## src/rtl/spi_bd_pkg.sv

```systemverilog
package spi_bd_pkg;

  localparam int STW = 16;

  // vector index of each field (word bit 0 sits at index 15)
  localparam int B_OWN = 15;
  localparam int B_INT = 12;
  localparam int B_LST = 11;
  localparam int B_CNT = 9;
  localparam int B_ERR = 1;
  localparam int B_MME = 0;

  localparam logic [STW-1:0] RSV_MASK = ~((STW'(1) << B_OWN) | (STW'(1) << B_INT) |
                                          (STW'(1) << B_LST) | (STW'(1) << B_CNT) |
                                          (STW'(1) << B_ERR) | (STW'(1) << B_MME));

  function automatic logic [STW-1:0] pack_status(input logic own, input logic ien,
                                                 input logic lst, input logic cnt,
                                                 input logic err, input logic mme);
    logic [STW-1:0] w;
    w        = '0;
    w[B_OWN] = own;
    w[B_INT] = ien;
    w[B_LST] = lst;
    w[B_CNT] = cnt;
    w[B_ERR] = err;
    w[B_MME] = mme;
    return w;
  endfunction

endpackage

```

## src/rtl/spi_bd_rx.sv

```systemverilog
module spi_bd_rx
  import spi_bd_pkg::*;
#(
  parameter int LEN_W = 16
) (
  input  logic             clk,
  input  logic             rst_ni,
  input  logic             master,
  input  logic             sw_ld,
  input  logic             sw_own,
  input  logic             sw_irq,
  input  logic             sw_cm,
  input  logic [LEN_W-1:0] sw_len,
  input  logic             rx_byte,
  input  logic             rx_ack,
  input  logic             sel_rise,
  input  logic             sel_fall,
  input  logic             idle_rise,
  input  logic             grant,
  output logic             req,
  output logic             irq_en,
  output logic [STW-1:0]   status,
  output logic [LEN_W-1:0] len_out,
  output logic             pend,
  output logic             busy
);

  logic own_q, own_d, ien_q, ien_d, cm_q, cm_d, act_q, act_d;
  logic ov_q, ov_d, pend_q, pend_d, cls_q, cls_d, lst_q, lst_d, me_q, me_d;
  logic busy_q, busy_d;
  logic [LEN_W-1:0] max_q, max_d, cnt_q, cnt_d, cnt_inc;
  logic open_ok, ovr_hit, take, active_now, cm_eff;

  assign cnt_inc    = cnt_q + LEN_W'(1);
  assign open_ok    = own_q & ~cls_q;
  assign ovr_hit    = rx_byte & open_ok & ~master & pend_q & ~rx_ack;
  assign take       = rx_byte & open_ok & ~ovr_hit;
  assign active_now = act_q | take;
  assign cm_eff     = cm_q & master;

  always_comb begin
    own_d  = own_q;  ien_d = ien_q;  cm_d  = cm_q;  max_d = max_q;
    cnt_d  = cnt_q;  act_d = act_q;  ov_d  = ov_q;  cls_d = cls_q;
    lst_d  = lst_q;  me_d  = me_q;
    busy_d = rx_byte & ~open_ok;
    pend_d = take ? 1'b1 : (rx_ack ? 1'b0 : pend_q);
    if (grant) begin
      own_d = cm_eff;
      cnt_d = '0;
      act_d = 1'b0;
      ov_d  = 1'b0;
      cls_d = 1'b0;
      lst_d = 1'b0;
      me_d  = 1'b0;
    end else begin
      if (sw_ld && !own_q) begin
        own_d = sw_own;
        ien_d = sw_irq;
        cm_d  = sw_cm;
        max_d = sw_len;
        cnt_d = '0;
        act_d = 1'b0;
        ov_d  = 1'b0;
      end
      if (ovr_hit) ov_d = 1'b1;
      if (take) begin
        cnt_d = cnt_inc;
        act_d = 1'b1;
        if (cnt_inc == max_q) cls_d = 1'b1;
      end
      if (open_ok && active_now) begin
        if (!master && sel_rise) begin
          cls_d = 1'b1;
          lst_d = 1'b1;
        end
        if (master && idle_rise) begin
          cls_d = 1'b1;
          lst_d = 1'b1;
        end
        if (master && sel_fall) begin
          cls_d = 1'b1;
          me_d  = 1'b1;
        end
      end
    end
  end

  always_ff @(posedge clk or negedge rst_ni) begin
    if (!rst_ni) begin
      own_q <= 1'b0; ien_q <= 1'b0; cm_q <= 1'b0; max_q <= '0;
      cnt_q <= '0;   act_q <= 1'b0; ov_q <= 1'b0; pend_q <= 1'b0;
      cls_q <= 1'b0; lst_q <= 1'b0; me_q <= 1'b0; busy_q <= 1'b0;
    end else begin
      own_q <= own_d; ien_q <= ien_d; cm_q <= cm_d; max_q <= max_d;
      cnt_q <= cnt_d; act_q <= act_d; ov_q <= ov_d; pend_q <= pend_d;
      cls_q <= cls_d; lst_q <= lst_d; me_q <= me_d; busy_q <= busy_d;
    end
  end

  assign req     = cls_q & ~pend_q;
  assign irq_en  = ien_q;
  assign status  = pack_status(cm_eff, ien_q, lst_q, cm_q, ov_q, me_q);
  assign len_out = cnt_q;
  assign pend    = pend_q;
  assign busy    = busy_q;

endmodule

```

## src/rtl/spi_bd_tx.sv

```systemverilog
module spi_bd_tx
  import spi_bd_pkg::*;
#(
  parameter int LEN_W = 16
) (
  input  logic             clk,
  input  logic             rst_ni,
  input  logic             master,
  input  logic             sw_ld,
  input  logic             sw_own,
  input  logic             sw_irq,
  input  logic             sw_cm,
  input  logic [LEN_W-1:0] sw_len,
  input  logic             tx_need,
  input  logic             tx_avail,
  input  logic             sel_fall,
  input  logic             grant,
  output logic             req,
  output logic             irq_en,
  output logic [STW-1:0]   status,
  output logic [LEN_W-1:0] len_out,
  output logic             under
);

  logic own_q, own_d, ien_q, ien_d, cm_q, cm_d, act_q, act_d;
  logic un_q, un_d, cls_q, cls_d, me_q, me_d, und_q, und_d;
  logic [LEN_W-1:0] max_q, max_d, cnt_q, cnt_d, cnt_inc;
  logic open_ok, need_ok, cm_eff;

  assign cnt_inc = cnt_q + LEN_W'(1);
  assign open_ok = own_q & ~cls_q;
  assign need_ok = tx_need & open_ok;
  assign cm_eff  = cm_q & master;

  always_comb begin
    own_d = own_q; ien_d = ien_q; cm_d = cm_q; max_d = max_q;
    cnt_d = cnt_q; act_d = act_q; un_d = un_q; cls_d = cls_q; me_d = me_q;
    und_d = tx_need & ~open_ok;
    if (grant) begin
      own_d = cm_eff;
      cnt_d = '0;
      act_d = 1'b0;
      un_d  = 1'b0;
      cls_d = 1'b0;
      me_d  = 1'b0;
    end else begin
      if (sw_ld && !own_q) begin
        own_d = sw_own;
        ien_d = sw_irq;
        cm_d  = sw_cm;
        max_d = sw_len;
        cnt_d = '0;
        act_d = 1'b0;
      end
      if (need_ok) begin
        act_d = 1'b1;
        if (!tx_avail) begin
          un_d  = 1'b1;
          cls_d = 1'b1;
        end else begin
          cnt_d = cnt_inc;
          if (cnt_inc == max_q) cls_d = 1'b1;
        end
      end
      if (open_ok && master && sel_fall && (act_q || need_ok)) begin
        cls_d = 1'b1;
        me_d  = 1'b1;
      end
    end
  end

  always_ff @(posedge clk or negedge rst_ni) begin
    if (!rst_ni) begin
      own_q <= 1'b0; ien_q <= 1'b0; cm_q <= 1'b0; max_q <= '0;
      cnt_q <= '0;   act_q <= 1'b0; un_q <= 1'b0; cls_q <= 1'b0;
      me_q  <= 1'b0; und_q <= 1'b0;
    end else begin
      own_q <= own_d; ien_q <= ien_d; cm_q <= cm_d; max_q <= max_d;
      cnt_q <= cnt_d; act_q <= act_d; un_q <= un_d; cls_q <= cls_d;
      me_q  <= me_d;  und_q <= und_d;
    end
  end

  assign req     = cls_q;
  assign irq_en  = ien_q;
  assign status  = pack_status(cm_eff, ien_q, 1'b0, cm_q, un_q, me_q);
  assign len_out = max_q;
  assign under   = und_q;

endmodule

```

## src/rtl/spi_bd_wb.sv

```systemverilog
module spi_bd_wb
  import spi_bd_pkg::*;
#(
  parameter int LEN_W = 16
) (
  input  logic             clk,
  input  logic             rst_ni,
  input  logic             rx_req,
  input  logic             rx_ien,
  input  logic [STW-1:0]   rx_status,
  input  logic [LEN_W-1:0] rx_len,
  input  logic             tx_req,
  input  logic             tx_ien,
  input  logic [STW-1:0]   tx_status,
  input  logic [LEN_W-1:0] tx_len,
  output logic             rx_grant,
  output logic             tx_grant,
  output logic             wb_en,
  output logic             wb_tx,
  output logic [STW-1:0]   wb_status,
  output logic [LEN_W-1:0] wb_len,
  output logic             rx_done,
  output logic             tx_done,
  output logic             rx_irq,
  output logic             tx_irq
);

  logic             en_d, tx_d, rxd_d, txd_d, rxi_d, txi_d;
  logic [STW-1:0]   st_d;
  logic [LEN_W-1:0] len_d;

  // receive side wins a simultaneous close
  assign rx_grant = rx_req;
  assign tx_grant = tx_req & ~rx_req;

  always_comb begin
    en_d  = rx_grant | tx_grant;
    tx_d  = tx_grant;
    st_d  = rx_grant ? rx_status : (tx_grant ? tx_status : '0);
    len_d = rx_grant ? rx_len    : (tx_grant ? tx_len    : '0);
    rxd_d = rx_grant;
    txd_d = tx_grant;
    rxi_d = rx_grant & rx_ien;
    txi_d = tx_grant & tx_ien;
  end

  always_ff @(posedge clk or negedge rst_ni) begin
    if (!rst_ni) begin
      wb_en   <= 1'b0; wb_tx   <= 1'b0; wb_status <= '0; wb_len <= '0;
      rx_done <= 1'b0; tx_done <= 1'b0; rx_irq    <= 1'b0; tx_irq <= 1'b0;
    end else begin
      wb_en   <= en_d;  wb_tx   <= tx_d;  wb_status <= st_d;  wb_len <= len_d;
      rx_done <= rxd_d; tx_done <= txd_d; rx_irq    <= rxi_d; tx_irq <= txi_d;
    end
  end

endmodule

```

## src/rtl/spi_bd_engine.sv

```systemverilog
module spi_bd_engine
  import spi_bd_pkg::*;
#(
  parameter int LEN_W = 16
) (
  input  logic             clk,
  input  logic             rst_n,
  input  logic             cfg_master,
  input  logic             sel_n,
  input  logic             shifter_idle,
  input  logic             sw_wr,
  input  logic             sw_tx,
  input  logic             sw_own,
  input  logic             sw_irq,
  input  logic             sw_cm,
  input  logic [LEN_W-1:0] sw_len,
  input  logic             rx_byte,
  input  logic             rx_ack,
  input  logic             tx_need,
  input  logic             tx_avail,
  output logic             wb_en,
  output logic             wb_tx,
  output logic [STW-1:0]   wb_status,
  output logic [LEN_W-1:0] wb_len,
  output logic             rx_done,
  output logic             tx_done,
  output logic             rx_irq,
  output logic             tx_irq,
  output logic             rx_busy,
  output logic             tx_under
);

  logic [1:0]       rst_sync_q, rst_sync_d;
  logic             rst_ni;
  logic             sel_q, sel_d, idle_q, idle_d;
  logic             sel_rise, sel_fall, idle_rise;
  logic             rx_req, rx_ien, rx_grant, rx_pend;
  logic             tx_req, tx_ien, tx_grant;
  logic [STW-1:0]   rx_status, tx_status;
  logic [LEN_W-1:0] rx_len, tx_len;

  // asynchronous assertion, synchronous release
  assign rst_sync_d = {rst_sync_q[0], 1'b1};
  always_ff @(posedge clk or negedge rst_n) begin
    if (!rst_n) rst_sync_q <= 2'b00;
    else        rst_sync_q <= rst_sync_d;
  end
  assign rst_ni = rst_sync_q[1];

  assign sel_d  = sel_n;
  assign idle_d = shifter_idle;
  always_ff @(posedge clk or negedge rst_ni) begin
    if (!rst_ni) begin
      sel_q  <= 1'b1;
      idle_q <= 1'b1;
    end else begin
      sel_q  <= sel_d;
      idle_q <= idle_d;
    end
  end
  assign sel_rise  = sel_n & ~sel_q;
  assign sel_fall  = ~sel_n & sel_q;
  assign idle_rise = shifter_idle & ~idle_q;

  spi_bd_rx #(.LEN_W(LEN_W)) u_rx (
    .clk(clk), .rst_ni(rst_ni), .master(cfg_master),
    .sw_ld(sw_wr & ~sw_tx), .sw_own(sw_own), .sw_irq(sw_irq), .sw_cm(sw_cm),
    .sw_len(sw_len), .rx_byte(rx_byte), .rx_ack(rx_ack),
    .sel_rise(sel_rise), .sel_fall(sel_fall), .idle_rise(idle_rise),
    .grant(rx_grant), .req(rx_req), .irq_en(rx_ien), .status(rx_status),
    .len_out(rx_len), .pend(rx_pend), .busy(rx_busy)
  );

  spi_bd_tx #(.LEN_W(LEN_W)) u_tx (
    .clk(clk), .rst_ni(rst_ni), .master(cfg_master),
    .sw_ld(sw_wr & sw_tx), .sw_own(sw_own), .sw_irq(sw_irq), .sw_cm(sw_cm),
    .sw_len(sw_len), .tx_need(tx_need), .tx_avail(tx_avail),
    .sel_fall(sel_fall), .grant(tx_grant), .req(tx_req), .irq_en(tx_ien),
    .status(tx_status), .len_out(tx_len), .under(tx_under)
  );

  spi_bd_wb #(.LEN_W(LEN_W)) u_wb (
    .clk(clk), .rst_ni(rst_ni),
    .rx_req(rx_req), .rx_ien(rx_ien), .rx_status(rx_status), .rx_len(rx_len),
    .tx_req(tx_req), .tx_ien(tx_ien), .tx_status(tx_status), .tx_len(tx_len),
    .rx_grant(rx_grant), .tx_grant(tx_grant),
    .wb_en(wb_en), .wb_tx(wb_tx), .wb_status(wb_status), .wb_len(wb_len),
    .rx_done(rx_done), .tx_done(tx_done), .rx_irq(rx_irq), .tx_irq(tx_irq)
  );

endmodule

```

## config.mk

```make
export PLATFORM = sky130hd
export DESIGN_NAME = spi_bd_engine
export DESIGN_NICKNAME = d
export VERILOG_FILES = /design/src/rtl/spi_bd_pkg.sv /design/src/rtl/spi_bd_rx.sv /design/src/rtl/spi_bd_tx.sv /design/src/rtl/spi_bd_wb.sv /design/src/rtl/spi_bd_engine.sv
export SDC_FILE = /design/constraint.sdc
export NUM_CORES = 1
export LEC_CHECK = 0
export ABC_AREA = 1
export BUFFER_PORTS_ARGS = -buffer_cell sky130_fd_sc_hd__buf_2
export CAP_MARGIN = 20
export CORE_MARGIN = 2
export CORE_UTILIZATION = 62
export CTS_CLUSTER_DIAMETER = 50
export DETAILED_ROUTE_END_ITERATION = 10
export PLACE_DENSITY = 0.85
export SLEW_MARGIN = 40
export SYNTH_ARGS = -nofsm -noshare
export SYNTH_HDL_FRONTEND = slang
export SYNTH_SLANG_ARGS = --single-unit
```

## constraint.sdc

```tcl
create_clock -name clk -period 9.1 [get_ports clk]
set_clock_uncertainty 0.1 [all_clocks]
set_input_delay 0.455 -clock clk [delete_from_list [all_inputs] [get_ports clk]]
set_output_delay 0.455 -clock clk [all_outputs]
set_load 0.01 [all_outputs]
```

==> metrics.txt <==
# TYPE chip_impl_metric gauge
chip_impl_info{name="status",value="complete, no violations"} 1
chip_impl_metric{name="r2r.worst_path.cells",unit=""} 6
chip_impl_metric{name="synth_compound_area_share",unit="%"} 11.3
chip_impl_metric{name="ir_worst_vdd",unit="mV"} 0.177
chip_impl_metric{name="multi_input_comb_area",unit="µm²"} 2260
chip_impl_metric{name="final_hold_fails",unit=""} 0
chip_impl_metric{name="postSynthCellCount",unit=""} 683
chip_impl_metric{name="grt_first_pass_wirelength",unit="mm"} 24.0
chip_impl_metric{name="hold-path-cell-count",unit=""} 3
chip_impl_metric{name="tritoncts.num_buffers",unit=""} 17
chip_impl_metric{name="core_region_area",unit="µm²"} 8720
chip_impl_metric{name="placedCellCount",unit=""} 833
chip_impl_metric{name="num_vias",unit=""} 5161
chip_impl_metric{name="initial_utilization",unit="%"} 63.8
chip_impl_metric{name="post_cts_buffers",unit=""} 0
chip_impl_info{name="rsz_0062_raised_after_global_routing",value="false"} 1
chip_impl_info{name="worstHoldEndpoint",value="u_rx.busy"} 1
chip_impl_metric{name="multiplexer_area_fraction_after_synthesis",unit="%"} 0.202
chip_impl_metric{name="max-slew-margin-rel",unit="%"} 49.5
chip_impl_metric{name="post_cts_resize_count",unit=""} 0
chip_impl_info{name="critPathLaunchType",value="flip-flop"} 1
chip_impl_metric{name="synth.yosys.seq_area_share",unit="%"} 50.8
chip_impl_metric{name="dieWidth",unit="µm"} 98.8
chip_impl_metric{name="grt_start_max_net_pins",unit=""} 76
chip_impl_metric{name="netlist-cell-type-count",unit=""} 38
chip_impl_info{name="min_path_type",value="in -> reg"} 1
chip_impl_metric{name="maxCapViolCount",unit=""} 0
chip_impl_metric{name="io_pins",unit=""} 70
chip_impl_metric{name="drt-initial-drc-count",unit=""} 481
chip_impl_metric{name="die_area",unit="µm²"} 9750
chip_impl_metric{name="total_leakage_power",unit="nW"} 3.21
chip_impl_metric{name="drt.antenna.violating_nets",unit=""} 0
chip_impl_metric{name="clk_pin_slew_worst_paths",unit="ns"} 0.06
chip_impl_info{name="endpoint_kind",value="flip-flop"} 1
chip_impl_metric{name="port-buffer-count",unit=""} 59
chip_impl_info{name="largest_family_of_logic_cells_by_synthesized_area",value="simple AND/OR/NAND/NOR gates"} 1
chip_impl_metric{name="power.density_cell_area",unit="nW/µm²"} 308
chip_impl_metric{name="slew_violations",unit=""} 0
chip_impl_metric{name="synth.top_cell.area_share",unit="%"} 49.9
chip_impl_info{name="reg2reg_from",value="u_rx.cls_q"} 1
chip_impl_metric{name="ff2ff_setup_slack",unit="ns"} 6.22
chip_impl_info{name="synth_area_leaders",value="sky130_fd_sc_hd__dfrtp_1, sky130_fd_sc_hd__nand2_1, sky130_fd_sc_hd__inv_1, sky130_fd_sc_hd__nand3_1, sky130_fd_sc_hd__nor2_1"} 1
chip_impl_metric{name="final_weighted_congestion_of_routability_driven_global_placement",unit=""} 0.956
chip_impl_info{name="synth_area_leader_cell",value="sky130_fd_sc_hd__dfrtp_1"} 1
chip_impl_metric{name="final-seq-area",unit="µm²"} 2830
chip_impl_metric{name="drt-pass1-iter-count",unit=""} 7
chip_impl_metric{name="drc",unit=""} 0
chip_impl_metric{name="max_freq",unit="MHz"} 347
chip_impl_metric{name="detailed_place_hpwl",unit="mm"} 9.80
chip_impl_info{name="worst_r2r_endpoint",value="u_tx.cm_q"} 1
chip_impl_metric{name="post_synth_fa_ha_maj_area_fraction",unit="%"} 0.450
chip_impl_metric{name="critPathArrivalTime",unit="ns"} 3.19
chip_impl_metric{name="overflow",unit=""} 0
chip_impl_info{name="cts_root_buffer",value="sky130_fd_sc_hd__clkbuf_8"} 1
chip_impl_metric{name="post-layout-total-power",unit="mW"} 2.02
chip_impl_metric{name="postLayoutCellArea",unit="µm²"} 6540
chip_impl_metric{name="yosys.area_share.xor_xnor",unit="%"} 3.26
chip_impl_metric{name="clk_path_buf_depth",unit=""} 2
chip_impl_metric{name="n_antenna_cell",unit=""} 0
chip_impl_metric{name="worst_pin_slew",unit="ns"} 0.757
chip_impl_metric{name="post-route-min-period",unit="ns"} 2.88
chip_impl_metric{name="share_of_final_layout_standard_cells_stronger_than_drive_strength_1",unit="%"} 15.5
chip_impl_metric{name="synth_simple_gate_area_share",unit="%"} 24.7
chip_impl_metric{name="synth_seq_cells",unit=""} 113
chip_impl_metric{name="placed_area",unit="µm²"} 5910
chip_impl_metric{name="yosys_warnings",unit=""} 0
chip_impl_metric{name="synth_area_per_cell",unit="µm²"} 8.15
chip_impl_metric{name="final_net_count",unit=""} 779
chip_impl_metric{name="area_delta_synth_final",unit="%"} 17.5
chip_impl_metric{name="final_cell_count_no_fill",unit=""} 868
chip_impl_metric{name="clock_tree.htree_level_count",unit=""} 4
chip_impl_info{name="worstHoldStart",value="rx_byte"} 1
chip_impl_metric{name="report.final.setup_viol",unit=""} 0
chip_impl_info{name="tritoncts",value="built"} 1
chip_impl_metric{name="final.setup.tns",unit="ns"} 0
chip_impl_info{name="criticalPathCategory",value="reg -> reg"} 1
chip_impl_metric{name="drt-total-wl",unit="mm"} 14.9
chip_impl_metric{name="critPathMaxFanout",unit=""} 35
chip_impl_metric{name="post-route-period-util",unit="%"} 31.7
chip_impl_metric{name="antenna_violations_before_repair",unit=""} 0
chip_impl_metric{name="track_usage",unit="%"} 31.3
chip_impl_metric{name="die_h",unit="µm"} 98.8
chip_impl_metric{name="wp_data_required",unit="ns"} 9.40
chip_impl_metric{name="syn-cell-area",unit="µm²"} 5570
chip_impl_metric{name="numClockSinks",unit=""} 113
chip_impl_metric{name="wire_per_inst",unit="µm"} 17.2
chip_impl_metric{name="grt_pass1_vias",unit=""} 5034
chip_impl_metric{name="vias_per_cell",unit=""} 5.95
chip_impl_metric{name="row_count",unit=""} 34
chip_impl_metric{name="fill_cells",unit=""} 606
chip_impl_metric{name="later_pin_clock_latency_in_the_skew_report",unit="ns"} 0.52
repair_timing:
item                                   CTS  global route
setup endpoints to repair                0             0
hold buffers                             3             0
endpoints found under the hold margin    4             0
state kept, by name, indices dropped and copies added, names as in the netlist, 2 cells and up:
signal and count:
u_tx.cnt_q 16, u_wb.wb_status 6, u_wb.wb_len 16, u_rx.max_q 16
u_rx.len_out 16, rst_sync_q 2, u_tx.len_out 16
layer usage:
metal	vias to the layer above	wire length, µm	track usage [%]
li1	2331	-	-
met1	2439	5720	38.5
met2	337	7400	52.9
met3	54	1260	7.80
met4	0	523	13.2
met5	-	0	0
power breakdown:
| part | total [mW] | switching [mW] | internal [mW] | leakage, nW |
|---|---|---|---|---|
| combinational | 0.581 | 0.387 | 0.194 | 1.48 |
| sequential | 0.757 | 0.0967 | 0.660 | 1.44 |
| clock | 0.679 | 0.251 | 0.428 | 0.285 |
stage by stage:
stage / hold WS [ns] / worst slack [ns] / utilization (%)
floorplan: 0.0594 / 5.62 / -
global placement: 0.139 / 6.25 / 67.7
detailed placement: 0.141 / 6.39 / 67.7
CTS: 0.0564 / 6.30 / 75.0
global route: 0.0595 / 6.07 / 75.0
finish: 0.0560 / 6.22 / 75.0
final cells by class:
type                       instances  area share [%]
tap                              108            2.07
sequential                       113            43.3
clock buffer                      18            6.54
clock inverter                    14            2.72
inverter                          94            5.39
timing repair buffer              65            5.37
multi-input combinational        456            34.6
cells in the mapped netlist (all sizes together):
master    n
xnor3     3
nand2   155
dfrtp   111
nor3      5
nand3b    1
a21oi    35
inv      93
ha        2
nor3b     1
nand4    14
or2       2
a32o      1
o21ai    47
o22ai    30
clkinv    1
buf      18
mux2      1
xor2     10
nor2     71
dfstp     2
xnor2     3
nand3    62
clkbuf   11
conb      2
o21bai    1
a211oi    1
cell usage in the layout, fill, tap and decap left out, types with 2 or more instances in the layout:
master                          count
sky130_fd_sc_hd__ha_1               2
sky130_fd_sc_hd__clkbuf_16         16
sky130_fd_sc_hd__nand3_1           60
sky130_fd_sc_hd__nor2_1            64
sky130_fd_sc_hd__clkinv_4           2
sky130_fd_sc_hd__inv_2              4
sky130_fd_sc_hd__buf_4              2
sky130_fd_sc_hd__nor3_1             3
sky130_fd_sc_hd__xnor3_1            3
sky130_fd_sc_hd__buf_2             59
sky130_fd_sc_hd__xor2_1            10
sky130_fd_sc_hd__nand2_1          152
sky130_fd_sc_hd__o21ai_1            4
sky130_fd_sc_hd__o21ai_0           43
sky130_fd_sc_hd__o22ai_1           30
sky130_fd_sc_hd__bufinv_16          3
sky130_fd_sc_hd__nor2_2             3
sky130_fd_sc_hd__nand2_2            3
sky130_fd_sc_hd__conb_1            11
sky130_fd_sc_hd__nor2_4             4
sky130_fd_sc_hd__dlygate4sd3_1      3
sky130_fd_sc_hd__clkbuf_8           2
sky130_fd_sc_hd__xnor2_1            3
sky130_fd_sc_hd__clkinvlp_4         4
sky130_fd_sc_hd__nand4_1           14
sky130_fd_sc_hd__inv_1             89
sky130_fd_sc_hd__dfrtp_1          110
sky130_fd_sc_hd__dfstp_2            2
sky130_fd_sc_hd__a21oi_1           34
sky130_fd_sc_hd__inv_6              4
critical path, cell delays in order, from the launching register on:
cell and delay [ns]:
sky130_fd_sc_hd__dfrtp_1 0.37, sky130_fd_sc_hd__inv_1 0.06, sky130_fd_sc_hd__nor2_1 0.54, sky130_fd_sc_hd__nor2_1 0.15
sky130_fd_sc_hd__inv_1 0.54, sky130_fd_sc_hd__nand2_2 0.56, sky130_fd_sc_hd__mux2_2 0.43
worst max path at each step:
stage | from | endpoint | slack (ns) | depth (start not counted)
CTS | u_rx.pend | u_tx.cm_q | 6.30 | 5
finish | u_rx.cls_q | u_tx.cm_q | 6.22 | 6
global placement | u_rx.cls_q | u_tx.cm_q | 6.25 | 6
floorplan | rst_sync_q[1] | u_rx.act_q | 5.62 | 0
detailed placement | u_rx.cls_q | u_tx.cm_q | 6.39 | 6
global route | u_rx.cls_q | u_tx.cm_q | 6.07 | 6
kinds of logic (layout without fill, tap and decap cells):
family | Yosys count | after routing
buffers and inverters | 123 | 191
and+or+nand+nor | 311 | 311
other | 2 | 11
muxes | 1 | 1
adders and majority gates | 2 | 2
AOI/OAI and AO/OA | 115 | 115
DFF | 113 | 113
xor gates and xnor gates | 16 | 16
Power figures use the tool's default switching activity.
